### src/rtl/simd_logic_pkg.sv
package simd_logic_pkg;
  // Operation code is {instr[29], instr[23:22]}
  typedef enum logic [2:0] {
    OP_AND  = 3'b000,
    OP_ANDN = 3'b001,
    OP_OR   = 3'b010,
    OP_ORN  = 3'b011,
    OP_XOR  = 3'b100,
    OP_SELD = 3'b101,
    OP_INST = 3'b110,
    OP_INSF = 3'b111
  } logic_op_t;

  localparam logic [31:0] GROUP_MASK  = 32'h9F20_FC00;
  localparam logic [31:0] GROUP_MATCH = 32'h0E20_1C00;
endpackage

### src/rtl/simd_logic_decode.sv
module simd_logic_decode
  import simd_logic_pkg::*;
(
  input  logic [31:0] instr,
  output logic_op_t   op,
  output logic        wide,
  output logic        bad
);
  always_comb begin
    op   = logic_op_t'({instr[29], instr[23:22]});
    wide = instr[30];
    bad  = ((instr & GROUP_MASK) != GROUP_MATCH);
  end
endmodule

### src/rtl/simd_logic_lane.sv
module simd_logic_lane
  import simd_logic_pkg::*;
#(
  parameter int LANE_W = 16
) (
  input  logic_op_t         op,
  input  logic              kill,
  input  logic [LANE_W-1:0] first,
  input  logic [LANE_W-1:0] second,
  input  logic [LANE_W-1:0] dst,
  output logic [LANE_W-1:0] y
);
  logic [LANE_W-1:0] base;
  logic [LANE_W-1:0] mask;
  logic [LANE_W-1:0] sel;
  logic [LANE_W-1:0] raw;

  // Shared select: base ^ ((base ^ first) & mask)
  always_comb begin
    base = dst;
    mask = second;
    unique case (op)
      OP_SELD: begin base = second; mask = dst;     end
      OP_INST: begin base = dst;    mask = second;  end
      OP_INSF: begin base = dst;    mask = ~second; end
      default: begin base = dst;    mask = second;  end
    endcase
    sel = base ^ ((base ^ first) & mask);
  end

  always_comb begin
    unique case (op)
      OP_AND:  raw = first & second;
      OP_ANDN: raw = first & ~second;
      OP_OR:   raw = first | second;
      OP_ORN:  raw = first | ~second;
      OP_XOR:  raw = first ^ second;
      default: raw = sel;
    endcase
    y = kill ? '0 : raw;
  end
endmodule

### src/rtl/simd_logic_unit.sv
module simd_logic_unit
  import simd_logic_pkg::*;
#(
  parameter int VEC_W  = 128,
  parameter int LANE_W = 16
) (
  input  logic             clk,
  input  logic             rst_n,
  input  logic             in_valid,
  input  logic [31:0]      instr,
  input  logic [VEC_W-1:0] src_first,
  input  logic [VEC_W-1:0] src_second,
  input  logic [VEC_W-1:0] dst_old,
  output logic             out_valid,
  output logic             out_unsup,
  output logic [VEC_W-1:0] out_result
);
  localparam int NUM_LANES    = VEC_W / LANE_W;
  localparam int NARROW_LANES = NUM_LANES / 2;

  logic_op_t        op;
  logic             wide;
  logic             bad;
  logic [VEC_W-1:0] calc;

  simd_logic_decode u_dec (
    .instr (instr),
    .op    (op),
    .wide  (wide),
    .bad   (bad)
  );

  for (genvar g = 0; g < NUM_LANES; g++) begin : g_lane
    logic kill;
    if (g >= NARROW_LANES) begin : g_upper
      assign kill = bad | ~wide;
    end else begin : g_lower
      assign kill = bad;
    end
    simd_logic_lane #(.LANE_W(LANE_W)) u_lane (
      .op     (op),
      .kill   (kill),
      .first  (src_first[g*LANE_W +: LANE_W]),
      .second (src_second[g*LANE_W +: LANE_W]),
      .dst    (dst_old[g*LANE_W +: LANE_W]),
      .y      (calc[g*LANE_W +: LANE_W])
    );
  end

  logic             valid_q, valid_d;
  logic             unsup_q, unsup_d;
  logic [VEC_W-1:0] result_q, result_d;

  always_comb begin
    valid_d  = in_valid;
    unsup_d  = in_valid & bad;
    result_d = in_valid ? calc : result_q;
  end

  always_ff @(posedge clk or negedge rst_n) begin
    if (!rst_n) begin
      valid_q  <= 1'b0;
      unsup_q  <= 1'b0;
      result_q <= '0;
    end else begin
      valid_q  <= valid_d;
      unsup_q  <= unsup_d;
      result_q <= result_d;
    end
  end

  assign out_valid  = valid_q;
  assign out_unsup  = unsup_q;
  assign out_result = result_q;
endmodule

### config.mk
export PLATFORM = sky130hd
export DESIGN_NAME = simd_logic_unit
export DESIGN_NICKNAME = d
export VERILOG_FILES = /design/src/rtl/simd_logic_pkg.sv /design/src/rtl/simd_logic_decode.sv /design/src/rtl/simd_logic_lane.sv /design/src/rtl/simd_logic_unit.sv
export SDC_FILE = /design/constraint.sdc
export NUM_CORES = 1
export LEC_CHECK = 0
export CAP_MARGIN = 30
export CORE_AREA = 4 4 210 212
export CTS_CLUSTER_DIAMETER = 30
export DETAILED_ROUTE_END_ITERATION = 10
export DIE_AREA = 0 0 214 216
export GPL_TIMING_DRIVEN = 0
export PLACE_DENSITY_LB_ADDON = 0.08
export SYNTH_ARGS = -nofsm -noshare
export SYNTH_HDL_FRONTEND = slang
export SYNTH_SLANG_ARGS = --single-unit
### constraint.sdc
create_clock -name clk -period 2.1 [get_ports clk]
set_input_delay 0.42 -clock clk [delete_from_list [all_inputs] [get_ports clk]]
set_output_delay 0.42 -clock clk [all_outputs]
set_load 0.01 [all_outputs]
==> results <==
- The post-synthesis net count is 2870.
- The type of the worst min-delay path is input port to async pin.
- The compound-cell area share of the yosys netlist is 29.26%.
- For this design the total switching power over the nets is 3.562 mW.
- The most common cell in the synthesized netlist is sky130_fd_sc_hd__nand2_1.
- The clock net sink count is 130.
- The share of power burned in the clock network is 35.7%.
- The via count of the first global-routing pass is 21490.
- The hold violation count in the final report is 0.
- The number of DRC markers after the initial detailed-route iteration is 2106.
- The routed layout has 22350 vias.
- In this run the power density over the cells is 378.8 nW/um^2.
- For this configuration, the core starts out at a cell density of 45.14%.
- Data on the critical path is required at its endpoint by 2.47 ns.
- The count of nets left with antenna violations once routing finished came out at 0.
- The leading register cell type out of synthesis is sky130_fd_sc_hd__dfrtp_1.
- The number of cells after detailed placement is 3398.
- In this run the number of H-tree levels came out at 4.
- The part of the cycle the worst path needs is 98.47%.
- The post-synthesis share of cell area spent on xor and xnor gates is 5.920%.
- The number of I/O port buffers is 406.
- The average vias per placed instance is 6.453.
- The number of cell rows is 75.
- The final RePlAce weighted congestion is 0.9085.
- For this design, the slowest cell found on the critical path is sky130_fd_sc_hd__buf_2.
- The total wirelength of the detailed-routed design is 88210 um.
- The met1 layer usage reported by global route is 45.61%.
- The post-place setup slack is -2.362 ns.
- The number of max-slew violations in the final report is 0.
- The met3 capacity usage during global routing is 9.733%.
- The design internal power is 6.022 mW.
- The first global-routing pass estimated 130900 um of wire.
- The worst path needs 2.068 ns of the cycle, external delays included.
- In the synthesized netlist, the number of instances is 2451.
- Headroom to the max-slew limit came out at 46.73%.
- The number of maximum-capacitance constraint violations is 0.
- In this run switching power makes up 37.16% of total power.
- In this run the count of I/O pins placed on the die edge is 549.
- The synthesis-to-layout area growth is 33.63%.
- After Yosys synthesis, and, or, nand and nor cells account for 30.28% of the synthesized area.
- The area of the die is 46220 sq um.
- The accumulated negative setup slack is 0 ns.
- The global-route usage over all layers is 35.78%.
- The endpoint class of the critical path is a register.
- On the worst path, the slowest cell contributes a delay of 0.37 ns.
- The area of the core is 41950 sq um.
- In the synthesized netlist, the cells that appear most often are sky130_fd_sc_hd__nand2_1 (252), sky130_fd_sc_hd__clkbuf_1 (246), sky130_fd_sc_hd__nor2_1 (191).
- The biggest area contributor in the post-synthesis netlist is sky130_fd_sc_hd__dfrtp_1.
- The number of non-filler instances in the completed layout is 3463.
- After the last flow step, the layout net total stands at 3302.
- Global routing used 55.74% of the available met2 tracks.
- The first-pass iteration count of the detailed router is 6.
- The slew of the pin with the lowest slew margin is 0.7981 ns.
- The DRC violations left is 0.
- The initial antenna violation count is 35.
- The share of the Yosys chip area taken by registers is 17.18%.
- Derived from the worst setup path, the maximum achievable clock frequency is 483.6 MHz.
- For this run, asynchronously set or reset flops after synthesis account for 100.0%.
- The completed layout was analyzed and its total power is 9.584 mW.
- The maximum clock skew at final layout is 0 ns.
- The critical path goes through buf_4 > buf_6 > buf_2 > clkbuf_4 > xor2_1 > maj3_1 > nor2_1 > o41ai_4.
- The total leakage power is 10.23 nW.
- The flow ran to the end, and the final reports show no timing, DRC or antenna violations.
- The share of total power in combinational logic is 38.1%.
- The type of origin of the critical path is an input port.
- Ranked by total cell area, the synthesized netlist is headed by sky130_fd_sc_hd__dfrtp_1 (17%), sky130_fd_sc_hd__mux2i_1 (6.8%), sky130_fd_sc_hd__and3b_1 (5.9%), sky130_fd_sc_hd__xor2_1 (5.9%), sky130_fd_sc_hd__or3b_2 (5.8%).
- The average wire length per cell after detail routing is 25.47 um.
- The area share of fa/ha/maj cells after synthesis is 3.383%.
- The synthesized design contains 0 enable-type register cells.
- Sequential cells account for 26.2% of the total power.
- Dividing the synthesized area by the synthesized cell count gives 7.726 sq um.
- IR analysis of the VDD net gives a maximum drop of 0.6011 mV.
- The data arrival at the endpoint of the critical path is 2.44 ns.
- After legalization and detailed placement, the total HPWL measured 63380 um.
- From bottom edge to top edge, the die measures 216 um.
- The number of fill cells is 3768.
- The final count of negative-setup-slack endpoints is 0.
- The dominant combinational cell family by area after synthesis is simple AND/OR/NAND/NOR gates.
- Clock-pin slew was measured on the worst setup and hold paths at 0.07 ns.
- Summing all placed instances gives a cell area of 23720 sq um.
- The cell area after synthesis is 18940 sq um.
- Summing all non-filler instances in the final layout gives an area of 25300 sq um.
- In this run the horizontal extent of the chip is 214 um.
- Setup repair after global routing left no endpoint under its margin.
- For the worst-skew pair, the clock arrives at the later sink with an insertion delay of 0.51 ns.
- Counting flops and latches in the post-synthesis netlist gives 130.
- After global routing, the most crowded layer is met2.
- The pin count of the biggest net entering global routing is 96.
- The sum of overflow across all layers after global routing is 0.
- Of the post-synthesis cell area, the part taken by muxes is 6.766%.
- TritonCTS built the clock tree.
- The post-route worst setup slack is 0.03220 ns.
- The worst register-to-register path has a setup slack of 1.25 ns.
- The number of buffers added by the clock tree synthesis step is 17.
- The tree is rooted in a sky130_fd_sc_hd__clkbuf_16.
- In this run the deepest clock path goes through 2 buffers.
- In this run the biggest area consumer among cell types represents 17.18% of the synthesized area.
- In this run, distinct cell masters in the synthesized netlist total 43.
- The fraction of final layout cells with drive strength greater than 1 is 13.81%.
- The Yosys step of the flow raised 0 warnings.
- The largest driver fanout on the critical path is 10.
- The path type of the worst setup path is input port to register.
-- through the flow --
stage | utilization, % | hold WS, ns
detailed placement | 56.55 | 0.3323
CTS | 59.11 | 0.3820
global placement | 56.44 | 0.4662
global route | 60.31 | 0.4050
floorplan | - | 0.1244
finish | 60.32 | 0.3847
-- logic make-up (layout without fill, tap and decap cells) --
logic type      after synthesis  in the layout
flops                       130            130
buf+inv                     333            778
simple gates                960            960
compound gates              708            708
other cells                   0             28
fa+ha+maj                    64             64
xor+xnor                    128            128
mux                         128            128
-- sequential cells by signal (all words and copies together), names as in the netlist --
name and flops:
out_result 128, out_unsup 1, out_valid 1
-- power by group through the flow --
stage / Clock [mW] / Sequential (mW) / Combinational, mW
after floorplan: 0 / 2.56 / 1.98
after detailed placement: 0 / 2.55 / 3.46
final: 3.43 / 2.51 / 3.65
after global routing: 3.52 / 2.51 / 3.90
after CTS: 3.44 / 2.51 / 3.53
after global placement: 0 / 2.56 / 3.34
-- path summary, 6_finish.rpt --
path                                        startpoint                     endpoint  cells past startpoint
setup / recovery                             instr[22]   out_result[98]$_DFFE_PN0P_                      8
hold / removal                                   rst_n   out_result[79]$_DFFE_PN0P_                      2
setup reg to reg            out_result[22]$_DFFE_PN0P_   out_result[22]$_DFFE_PN0P_                      2
hold reg to reg            out_result[104]$_DFFE_PN0P_  out_result[104]$_DFFE_PN0P_                      2
max in group asynchronous                        rst_n   out_result[47]$_DFFE_PN0P_                      3
min in group clk                              in_valid          out_valid$_DFF_PN0_                      1
-- layout make-up --
type / instances / area, sq um / share of cell area (%)
Clock buffer: 22 / 484.2 / 1.914
Tap cell: 539 / 674.4 / 2.665
Antenna cell: 28 / 70.07 / 0.2769
Sequential cell: 130 / 3253 / 12.86
Timing Repair Buffer: 415 / 4223 / 16.69
Clock inverter: 10 / 130.1 / 0.5143
Inverter: 4 / 15.01 / 0.05934
Multi-Input combinational cell: 1988 / 14810 / 58.53
Buffer: 327 / 1643 / 6.493
-- timing repair --
| action | CTS | global route |
|---|---|---|
| pin swaps | 13 | 3 |
| gates resized for setup | 143 | 103 |
| gates cloned | 0 | 2 |
| setup buffers | 3 | 1 |
| setup endpoints to repair | 128 | 127 |
| hold buffers | 1 | 0 |
| hold endpoints to repair | 35 | 0 |
-- per-layer routing --
layer	up-vias	share of wire, %
met4	18	4.5
met5	-	0.13
met2	1237	46
met1	10950	40
li1	9939	-
met3	208	9.6
-- worst max-delay path, delay by kind of cell --
family / cells / cell delay, ns
and+or+nand+nor: 1 / 0.20
xor gates and xnor gates: 1 / 0.11
buffers and inverters: 4 / 1.20
adders and majority gates: 1 / 0.36
AOI/OAI and AO/OA: 1 / 0.12
-- cells in the final DEF (no fill, tap or decap), drive strengths merged, types with 2 or more instances in the layout --
cell             n
a311oi          63
nand2          253
o32ai            3
o41ai          124
a31oi          128
bufinv           3
mux2i          128
nor2b            3
or3b           125
a21o           125
o21ai          130
nand2b         127
a211oi         124
dlymetal6s2s     4
inv              4
clkbuf         275
clkdlybuf4s50  400
nor2           191
nand3b         126
dfrtp          130
diode           28
and3b          127
buf             84
clkinvlp         2
a21oi            3
a41o             2
o31ai            2
xor2           127
clkinv           5
maj3            64
Note: power is estimated with default switching activity, not from simulation.
